## config.mk

```make
export PLATFORM = sky130hd
export DESIGN_NAME = bootseq_pulse_top
export DESIGN_NICKNAME = d
export VERILOG_FILES = /design/src/rtl/bootseq_pkg.sv /design/src/rtl/bootseq_code_filter.sv /design/src/rtl/bootseq_tick_counter.sv /design/src/rtl/bootseq_pulse_top.sv
export SDC_FILE = /design/constraint.sdc
export NUM_CORES = 1
export LEC_CHECK = 0
export ABC_AREA = 1
export BUFFER_PORTS_ARGS = -buffer_cell sky130_fd_sc_hd__buf_2
export CORE_ASPECT_RATIO = 1.1
export CORE_MARGIN = 2
export CORE_UTILIZATION = 25
export CTS_BUF_LIST = sky130_fd_sc_hd__clkbuf_16
export CTS_CLUSTER_DIAMETER = 30
export CTS_CLUSTER_SIZE = 8
export DETAILED_ROUTE_END_ITERATION = 8
export PLACE_DENSITY = 0.41
export SYNTH_ARGS = -nofsm -noshare
export SYNTH_HDL_FRONTEND = slang
export SYNTH_SLANG_ARGS = --single-unit
```

## constraint.sdc

```tcl
create_clock -name clk -period 4.4 [get_ports clk]
set_input_delay 0.66 -clock clk [delete_from_list [all_inputs] [get_ports clk]]
set_output_delay 0.66 -clock clk [all_outputs]
set_load 0.05 [all_outputs]
```

## src/rtl/bootseq_pkg.sv

```systemverilog
package bootseq_pkg;

  // Sequencer phases of one boot attempt.
  typedef enum logic [2:0] {
    ST_IDLE  = 3'd0,
    ST_ARMED = 3'd1,
    ST_COUNT = 3'd2,
    ST_PULSE = 3'd3,
    ST_HOLD  = 3'd4,
    ST_WATCH = 3'd5
  } seq_state_t;

  // Ceiling division, used for tick-to-cycle conversions.
  function automatic int ceil_div(input int num, input int den);
    return (num + den - 1) / den;
  endfunction

endpackage

```

## src/rtl/bootseq_code_filter.sv

```systemverilog
module bootseq_code_filter #(
  parameter int CODE_W      = 8,
  parameter int SYNC_STAGES = 2
) (
  input  logic              clk,
  input  logic              rst,
  input  logic [CODE_W-1:0] code_in,
  output logic [CODE_W-1:0] code_q,
  output logic              code_new
);

  localparam int LAST = SYNC_STAGES - 1;

  logic [CODE_W-1:0] sync_q [SYNC_STAGES];
  logic [CODE_W-1:0] prev_q;

  // Synchronizer chain.
  genvar g;
  generate
    for (g = 0; g < SYNC_STAGES; g++) begin : g_sync
      if (g == 0) begin : g_first
        always_ff @(posedge clk) begin
          if (rst) sync_q[g] <= '0;
          else     sync_q[g] <= code_in;
        end
      end else begin : g_next
        always_ff @(posedge clk) begin
          if (rst) sync_q[g] <= '0;
          else     sync_q[g] <= sync_q[g-1];
        end
      end
    end
  endgenerate

  // Stability filter: accept a value seen on two consecutive samples.
  always_ff @(posedge clk) begin
    if (rst) begin
      prev_q   <= '0;
      code_q   <= '0;
      code_new <= 1'b0;
    end else begin
      prev_q   <= sync_q[LAST];
      code_new <= 1'b0;
      if ((sync_q[LAST] == prev_q) && (sync_q[LAST] != code_q)) begin
        code_q   <= sync_q[LAST];
        code_new <= 1'b1;
      end
    end
  end

endmodule

```

## src/rtl/bootseq_tick_counter.sv

```systemverilog
module bootseq_tick_counter #(
  parameter int LIMIT_W = 16
) (
  input  logic               clk,
  input  logic               rst,
  input  logic               run,
  input  logic [1:0]         step,
  input  logic [LIMIT_W-1:0] limit,
  output logic               reached
);

  localparam int CNT_W = LIMIT_W + 1;

  logic [CNT_W-1:0] cnt_q;

  // Held at zero outside its phase; stops once the limit is met.
  assign reached = (cnt_q >= {1'b0, limit});

  always_ff @(posedge clk) begin
    if (rst || !run)   cnt_q <= '0;
    else if (!reached) cnt_q <= cnt_q + CNT_W'(step);
  end

endmodule

```

## src/rtl/bootseq_pulse_top.sv

```systemverilog
module bootseq_pulse_top #(
  parameter int              CODE_W        = 8,
  parameter int              DELAY_W       = 16,
  parameter int              HOLD_CYCLES   = 16,
  parameter int              SYNC_STAGES   = 2,
  parameter int              STEP_A        = 1,
  parameter int              STEP_B        = 2,
  parameter int              PULSE_TICKS_A = 5,
  parameter int              PULSE_TICKS_B = 2,
  parameter logic [CODE_W-1:0] ARM_A  = 8'h36,
  parameter logic [CODE_W-1:0] CMP_A  = 8'h39,
  parameter logic [CODE_W-1:0] FAIL_A = 8'hAD,
  parameter logic [CODE_W-1:0] ARM_B  = 8'hD8,
  parameter logic [CODE_W-1:0] CMP_B  = 8'hDA,
  parameter logic [CODE_W-1:0] FAIL_B = 8'hF2
) (
  input  logic               clk,
  input  logic               rst,
  input  logic [CODE_W-1:0]  code_i,
  input  logic [DELAY_W-1:0] delay_i,
  input  logic               mode_i,
  output logic               slow_req_o,
  output logic               rst_pulse_o,
  output logic               done_o,
  output logic               fail_o
);
  import bootseq_pkg::*;

  // Pulse limit in ticks is width minus one step (see counter rule).
  localparam int PW_LIM_A_I = PULSE_TICKS_A - STEP_A;
  localparam int PW_LIM_B_I = PULSE_TICKS_B - STEP_B;
  localparam int PW_MAX     = (PW_LIM_A_I > PW_LIM_B_I) ? PW_LIM_A_I : PW_LIM_B_I;
  localparam int PW_W       = $clog2(PW_MAX + 1) + 1;
  localparam int HOLD_W     = $clog2(HOLD_CYCLES + 1) + 1;
  localparam logic [PW_W-1:0]   PW_LIM_A = PW_W'(PW_LIM_A_I);
  localparam logic [PW_W-1:0]   PW_LIM_B = PW_W'(PW_LIM_B_I);
  localparam logic [HOLD_W-1:0] HOLD_LIM = HOLD_W'(HOLD_CYCLES - 1);
  localparam logic [1:0]        STEP_A_V = 2'(STEP_A);
  localparam logic [1:0]        STEP_B_V = 2'(STEP_B);

  seq_state_t          state_q;
  logic                mode_q;
  logic [DELAY_W-1:0]  delay_q;
  logic [CODE_W-1:0]   code_q;
  logic                code_new;
  logic                slow_q, pulse_q, done_q, fail_q;

  logic [CODE_W-1:0]   arm_code, cmp_code, fail_code;
  logic [1:0]          step_now;
  logic [PW_W-1:0]     pw_limit;
  logic                dly_hit, pw_hit, hold_hit;
  logic                saw_fail, saw_cmp;

  bootseq_code_filter #(
    .CODE_W      (CODE_W),
    .SYNC_STAGES (SYNC_STAGES)
  ) filt_i (
    .clk      (clk),
    .rst      (rst),
    .code_in  (code_i),
    .code_q   (code_q),
    .code_new (code_new)
  );

  // Variant selection: arming looks at the live mode, the rest at the latched one.
  always_comb begin
    arm_code  = mode_i ? ARM_B  : ARM_A;
    cmp_code  = mode_q ? CMP_B  : CMP_A;
    fail_code = mode_q ? FAIL_B : FAIL_A;
    step_now  = mode_q ? STEP_B_V : STEP_A_V;
    pw_limit  = mode_q ? PW_LIM_B : PW_LIM_A;
  end

  assign saw_fail = code_new && (code_q == fail_code);
  assign saw_cmp  = code_new && (code_q == cmp_code);

  bootseq_tick_counter #(.LIMIT_W(DELAY_W)) dly_cnt_i (
    .clk     (clk),
    .rst     (rst),
    .run     (state_q == ST_COUNT),
    .step    (step_now),
    .limit   (delay_q),
    .reached (dly_hit)
  );

  bootseq_tick_counter #(.LIMIT_W(PW_W)) pw_cnt_i (
    .clk     (clk),
    .rst     (rst),
    .run     (state_q == ST_PULSE),
    .step    (step_now),
    .limit   (pw_limit),
    .reached (pw_hit)
  );

  bootseq_tick_counter #(.LIMIT_W(HOLD_W)) hold_cnt_i (
    .clk     (clk),
    .rst     (rst),
    .run     (state_q == ST_HOLD),
    .step    (2'd1),
    .limit   (HOLD_LIM),
    .reached (hold_hit)
  );

  always_ff @(posedge clk) begin
    if (rst) begin
      state_q <= ST_IDLE;
      mode_q  <= 1'b0;
      delay_q <= '0;
      slow_q  <= 1'b0;
      pulse_q <= 1'b0;
      done_q  <= 1'b0;
      fail_q  <= 1'b0;
    end else begin
      unique case (state_q)
        ST_IDLE: begin
          if (code_new && (code_q == arm_code)) begin
            state_q <= ST_ARMED;
            mode_q  <= mode_i;
            slow_q  <= 1'b1;
            done_q  <= 1'b0;
            fail_q  <= 1'b0;
          end
        end
        ST_WATCH: begin
          if (code_new) begin
            state_q <= ST_IDLE;
            if (code_q == fail_code) fail_q <= 1'b1;
            else                     done_q <= 1'b1;
          end
        end
        default: begin
          if (saw_fail) begin
            state_q <= ST_IDLE;
            slow_q  <= 1'b0;
            pulse_q <= 1'b0;
            fail_q  <= 1'b1;
          end else begin
            case (state_q)
              ST_ARMED: if (saw_cmp) begin
                state_q <= ST_COUNT;
                delay_q <= delay_i;
              end
              ST_COUNT: if (dly_hit) begin
                state_q <= ST_PULSE;
                pulse_q <= 1'b1;
              end
              ST_PULSE: if (pw_hit) begin
                state_q <= ST_HOLD;
                pulse_q <= 1'b0;
              end
              ST_HOLD: if (hold_hit) begin
                state_q <= ST_WATCH;
                slow_q  <= 1'b0;
              end
              default: state_q <= ST_IDLE;
            endcase
          end
        end
      endcase
    end
  end

  assign slow_req_o  = slow_q;
  assign rst_pulse_o = pulse_q;
  assign done_o      = done_q;
  assign fail_o      = fail_q;

endmodule

```

==> impl_metrics.env, run 1 <==
export IMPL_status="complete, no violations"
export IMPL_dp_hpwl_microns=7801
export IMPL_rows=50
export IMPL_htree_levels=3
export IMPL_p_comb_frac=0.171
export IMPL_postCtsSetupBuffers=0
export IMPL_dr_total_vias=3716
export IMPL_cp_common_cell="inv_1"
export IMPL_grt_pass1_wl_microns=17320
export IMPL_place_congestion=0.8226
export IMPL_synth_top_area_cell="dfxtp_1"
export IMPL_yosys_warnings=0
export IMPL_cp_required_ps=4620
export IMPL_synth_seq_cells=86
export IMPL_cts_clk_slew_worst_paths_ps=70
export IMPL_coreArea_sq_mm=0.01695
export IMPL_holdPathStages=2
export IMPL_min_from="filt_i.sync_q[0][7]"
export IMPL_finalSetupViolCount=0
export IMPL_fp_dieH_microns=141.5
export IMPL_ys_seq_area_frac=0.4007
export IMPL_io_pins=31
export IMPL_dieArea_sq_mm=0.01825
export IMPL_utilization=0.2934
export IMPL_cp_slowest_stage_delay_ps=420
export IMPL_portBuffers=30
export IMPL_cts_hold_fix_buffers=0
export IMPL_timing_setup_tns_ps=0
export IMPL_avgSynthCellArea_sq_um=7.102
export IMPL_p_switching_uw=634.1
export IMPL_rrSetupSlack_ps=2050
export IMPL_tightest_slew_ps=895.5
export IMPL_p_per_area_mw_per_mm2=392.3
export IMPL_start_util=0.2534
export IMPL_instances_no_fill=872
export IMPL_synthXorXnorAreaFrac=0.03465
export IMPL_finalWorstSetupSlack_ps=2052
export IMPL_grt_usage=0.1215
export IMPL_cp_data_arrival_time_ps=2560
export IMPL_yosys_top_cells_area="dfxtp_1, nand2_1, inv_1, nor2_1, ha_1"
export IMPL_crit_path_top_delay_cell="fa_1"
export IMPL_synth_fp_nets=656
export IMPL_cp_num_buf_inv=4
export IMPL_numCtsBuffers=9
export IMPL_crit_fanout=8
export IMPL_firstDrtPassIters=4
export IMPL_placedCellCount=856
export IMPL_synth_top_family_by_area="simple AND/OR/NAND/NOR gates"
export IMPL_hold_class="reg2reg"
export IMPL_swShare=0.3250
export IMPL_synthSimpleGateAreaFrac=0.2833
export IMPL_clock_skew_ps=11.27
export IMPL_nets=684
export IMPL_r2r_end="dly_cnt_i.cnt_q[14]"
export IMPL_hold_end="filt_i.sync_q[1][7]"
export IMPL_muxShareOfSynthArea=0
export IMPL_clk_path_buf_depth=2
export IMPL_period_share=0.5337
export IMPL_ant_nets=0
export IMPL_routed_wl_microns=10390
export IMPL_cts_sinks=86
export IMPL_fp_dieW_microns=129.0
export IMPL_cts_root_buf="clkbuf_16"
export IMPL_r2r_start="mode_q"
export IMPL_reg2reg_depth=12
export IMPL_synth_compound_gate_area_share=0.1063
export IMPL_period_minus_slack_ps=2348
export IMPL_p_clk_frac=0.392
export IMPL_crit_type="reg2reg"
export IMPL_vdd_drop_max_mv=0.2180
export IMPL_synth_fa_ha_area_frac=0.07338
export IMPL_power_leakage_uw=0.002030
export IMPL_antenna_cells=0
export IMPL_slew_headroom=0.4024
export IMPL_drv_cap=0
export IMPL_drtIter0Drc=228
export IMPL_post_synth_top_area_fraction=0.4007
export IMPL_intPower_uw=1317
export IMPL_power_uw=1951
export IMPL_place_ws_ps=1962
export IMPL_cts_resized=0
export IMPL_grt_setup_unrepaired="no"
export IMPL_grt_pass1_vias=3592
export IMPL_wl_per_cell_microns=11.92
export IMPL_path_delay_family="simple AND/OR/NAND/NOR gates"
export IMPL_grt_max_degree=32
export IMPL_grt_ovfl_total=0
export IMPL_finalHoldViolations=0
export IMPL_yosysUniqueCellTypes=32
export IMPL_antenna_found_initial=0
export IMPL_crit_chain="inv_2, ha_1, inv_1, fa_1, nor3_2, inv_1, nor2_1, inv_1, nor2_2, nand3_1, nand2_1, a21oi_1"
export IMPL_finalMaxSlewViolations=0
export IMPL_synthesis_area_sq_mm=0.004297
export IMPL_fmaxAchievable_mhz=425.8
export IMPL_via_per_inst=4.261
export IMPL_netlist_instances=605
export IMPL_critPathLaunchType="flip-flop"
export IMPL_worst_setup_path_end_kind="flip-flop"
export IMPL_area_growth_pct=15.75
export IMPL_drc_errors=0
export IMPL_insertion_delay_ps=350
export IMPL_drive_gt1_frac=0.1097
export IMPL_seqPwrFrac=0.437
export IMPL_tritoncts="done"
==> power by group through the flow <==
stage	clock network (uW)	registers, uW	logic, uW
floorplan	0	882	238
global placement	0	872	336
detailed placement	0	870	336
CTS	794	852	338
global route	824	859	385
finish	765	852	334
==> worst reg2reg max path, stage by stage, from the launching register on <==
cell and delay, ps:
dfxtp_1 390, inv_2 200, ha_1 170, inv_1 60
fa_1 420, nor3_2 300, inv_1 90, nor2_1 90
inv_1 60, nor2_2 200, nand3_1 100, nand2_1 80
a21oi_1 50
==> cells by family after synthesis <==
group / after synthesis
adders and majority gates: 24
and+or+nand+nor: 277
AOI/OAI and AO/OA: 88
DFF: 86
xor gates and xnor gates: 17
buffers and inverters: 113
==> registers in the layout, indices dropped and copies added (netlist names), 3 cells and up <==
name and count:
delay_q 16, dly_cnt_i.cnt_q 17, filt_i.code_q 8, filt_i.prev_q 8, filt_i.sync_q 16, hold_cnt_i.cnt_q 7
pw_cnt_i.cnt_q 5, state_q 3
==> Yosys cell counts, drive strengths merged <==
cell    count
a21boi      1
a21oi      40
buf         5
clkbuf      8
dfxtp      86
fa          2
ha         22
inv       100
nand2     102
nand3      23
nand3b      1
nand4      14
nor2       94
nor3       37
nor3b       1
nor4        3
o21a        2
o21ai      44
o21ba       1
or2         2
xnor2      12
xor2        5
==> cell type report <==
type                    count  area (sq um)
flip-flops and latches     86          1722
multi-input cells         406          2138
well taps                 234         292.8
clock buffers               9         225.2
clock inverters             7         70.07
fillers                  1853         11980
repair buffers             30         150.1
inverters                 100         375.4
==> metrics by stage <==
stage / hold WS (ps) / cell area [sq um]
2_1_floorplan: 388.3 / 4297
3_3_place_gp: 390.5 / 4678
3_5_place_dp: 395.2 / 4678
4_1_cts: 404.9 / 4974
5_1_grt: 420.1 / 4974
6_report: 402.6 / 4974
==> per-layer routing <==
metal	global-route usage	up-vias	wire length (microns)
met5	0	-	0
met4	0.04176	0	155
met3	0.02941	11	358
met2	0.2041	49	4852
met1	0.1519	1664	5024
li1	-	1992	-
==> cell usage in the layout, fill, tap and decap left out, drive strengths merged, types with 2 or more instances in the layout <==
master / n
ha: 22
fa: 2
o21a: 2
nand3: 23
xor2: 5
inv: 105
buf: 30
nor4: 3
nor3: 37
clkbuf: 9
o21ai: 44
nand4: 14
nand2: 102
nor2: 94
or2: 2
xnor2: 12
a21oi: 40
dfxtp: 86
==> worst max path at each step <==
stage,cells past startpoint,from,to,slack (ps)
2_1_floorplan,12,mode_q,dly_cnt_i.cnt_q[14],2340
3_3_place_gp,4,rst,pw_cnt_i.cnt_q[3],2050
3_5_place_dp,4,rst,pw_cnt_i.cnt_q[3],1960
4_1_cts,12,mode_q,dly_cnt_i.cnt_q[14],2030
5_1_grt,12,mode_q,dly_cnt_i.cnt_q[14],1800
6_report,12,mode_q,dly_cnt_i.cnt_q[14],2050
(Power assumes the default switching activity.)
==> run 2: changes to the inputs <==
PLACE_DENSITY = 0.42   (was 0.41)
clock period = 2.05 ns   (was 4.4 ns; I/O delays follow)
==> run 2 against run 1 <==
Fmax up 22%. Clock power grew 120%. Clock-buffer cell count unchanged. Core utilization increased by 2.1 points. Hold slack got worse by 250 ps. First-iteration DRC count shrank 34%. Total power grew 120%. Sequential share of layout area decreased by 2.3 points. Setup slack got worse by 1900 ps. Via count increased by 5.4%.
==> impl_metrics.env, run 2 (synthesized netlist as in run 1, its figures left out) <==
export IMPL_status="complete, no violations"
export IMPL_tritoncts="done"
export IMPL_mostFrequentLayoutCell="nand2_1"
export IMPL_cts_clk_slew_worst_paths_ps=70
export IMPL_area_growth_pct=24.17
export IMPL_via_per_inst=4.365
export IMPL_r2r_start="mode_q"
export IMPL_portBuffers=30
export IMPL_power_leakage_uw=0.002204
export IMPL_crit_type="reg2reg"
export IMPL_insertion_delay_ps=340
export IMPL_largest_reg_flops=17
export IMPL_htree_levels=3
export IMPL_finalSetupViolCount=0
export IMPL_dr_total_vias=3915
export IMPL_cp_common_cell="inv_1"
export IMPL_firstDrtPassIters=4
export IMPL_min_from="code_i[4]"
export IMPL_cts_root_buf="clkbuf_16"
export IMPL_antenna_found_initial=0
export IMPL_placedCellCount=879
export IMPL_cts_hold_fix_buffers=0
export IMPL_cts_sinks=86
export IMPL_drc_errors=0
export IMPL_instances_no_fill=897
export IMPL_period_minus_slack_ps=1926
export IMPL_slew_headroom=0.6650
export IMPL_io_pins=31
export IMPL_place_congestion=0.8073
export IMPL_hold_class="in2reg"
export IMPL_crit_path_top_delay_cell="fa_2"
export IMPL_reg2reg_depth=11
export IMPL_grt_max_degree=27
export IMPL_dieArea_sq_mm=0.01825
export IMPL_grt_pass1_wl_microns=18260
export IMPL_period_share=0.9395
export IMPL_dp_hpwl_microns=8377
export IMPL_clock_skew_ps=9.648
export IMPL_vdd_drop_max_mv=0.3939
export IMPL_drv_cap=0
export IMPL_reg_top3="dly_cnt_i.cnt_q x17, delay_q x16, filt_i.sync_q x16"
export IMPL_clk_path_buf_depth=2
export IMPL_cp_slowest_stage_delay_ps=390
export IMPL_top_register="dly_cnt_i.cnt_q"
export IMPL_routed_wl_microns=10960
export IMPL_finalHoldViolations=0
export IMPL_crit_fanout=6
export IMPL_hold_end="filt_i.sync_q[0][4]"
export IMPL_numCtsBuffers=9
export IMPL_ant_nets=0
export IMPL_layout_common_cells="nand2_1, inv_1, nor2_1"
export IMPL_nets=709
export IMPL_crit_chain="inv_4, ha_4, inv_2, fa_2, nor3_4, inv_1, nor2_1, inv_1, nor2_4, nand3_1, a21oi_1"
export IMPL_tightest_slew_ps=498.7
export IMPL_fmaxAchievable_mhz=519.2
export IMPL_finalWorstSetupSlack_ps=124.0
export IMPL_holdPathStages=3
export IMPL_grt_usage=0.1272
export IMPL_start_util=0.2534
export IMPL_r2r_end="dly_cnt_i.cnt_q[10]"
export IMPL_cp_required_ps=2320
export IMPL_worst_setup_path_end_kind="flip-flop"
export IMPL_fp_dieH_microns=141.5
export IMPL_fp_dieW_microns=129.0
export IMPL_rrSetupSlack_ps=120
export IMPL_finalMaxSlewViolations=0
export IMPL_p_per_area_mw_per_mm2=801.6
export IMPL_stdcell_area_sq_mm=0.005335
export IMPL_wl_per_cell_microns=12.21
export IMPL_rows=50
export IMPL_coreArea_sq_mm=0.01695
export IMPL_place_ws_ps=-68.10
export IMPL_placed_cell_area_sq_mm=0.004863
export IMPL_critPathLaunchType="flip-flop"
export IMPL_grt_pass1_vias=3701
export IMPL_cp_data_arrival_time_ps=2200
export IMPL_drive_gt1_frac=0.1825
export IMPL_grt_ovfl_total=0
export IMPL_drtIter0Drc=151
export IMPL_antenna_cells=0
run 2: how the worst max path moves through the flow:
stage,from,end,slack (ps),cells past startpoint
finish,mode_q,dly_cnt_i.cnt_q[10],120,11
global route,mode_q,dly_cnt_i.cnt_q[10],-7,12
CTS,delay_q[8],state_q[2],20,14
detailed placement,delay_q[15],state_q[2],-70,14
global placement,delay_q[15],state_q[0],-60,14
floorplan,mode_q,dly_cnt_i.cnt_q[14],10,12
run 2: what timing repair did:
item                                    in CTS  in global routing
gates resized for setup                      2                 33
pin swaps                                    0                 12
endpoints found under the setup margin       6                 22
buffers inserted                             0                  2
run 2: per-stage QoR:
stage               utilization  hold WS, ps  total power [uW]  TNS, ps
floorplan                     -        388.3              2402        0
global placement         0.2869        390.6              2591   -125.0
detailed placement       0.2869        395.8              2601   -121.7
CTS                      0.3052        143.0              4326        0
global route             0.3147        155.5              4551   -7.139
finish                   0.3147        156.9              4277        0
run 2: worst max-delay path, delay by kind of cell (launching register included):
family / cells / cell delay (ps)
adder cells (fa/ha/maj): 2 / 520
buffers and inverters: 4 / 260
AO/OA/AOI/OAI: 1 / 180
AND/OR/NAND/NOR: 4 / 560
flip-flops: 1 / 330
run 2: where the power goes:
| part | total (uW) | switching (uW) | internal (uW) | leakage [uW] |
|---|---|---|---|---|
| Sequential | 1830 | 76.5 | 1750 | 0.000700 |
| Clock | 1690 | 733 | 960 | 0.000147 |
| Combinational | 754 | 521 | 233 | 0.00136 |
run 2: layout make-up:
cell class,instances,area (sq um)
fillers,1819,11620
multi-input cells,406,2280
flip-flops and latches,86,1725
inverters,100,380.4
repair buffers,55,350.3
well taps,234,292.8
clock buffers,9,225.2
clock inverters,7,81.33
run 2: layer usage:
metal | wire (microns) | part of all wire | GRT usage | up-vias
met2 | 5293 | 0.48 | 0.2097 | 51
met3 | 331 | 0.030 | 0.02753 | 9
met4 | 149 | 0.014 | 0.04233 | 0
li1 | - | - | - | 2040
met1 | 5182 | 0.47 | 0.1650 | 1815
met5 | 0 | 0 | 0 | -
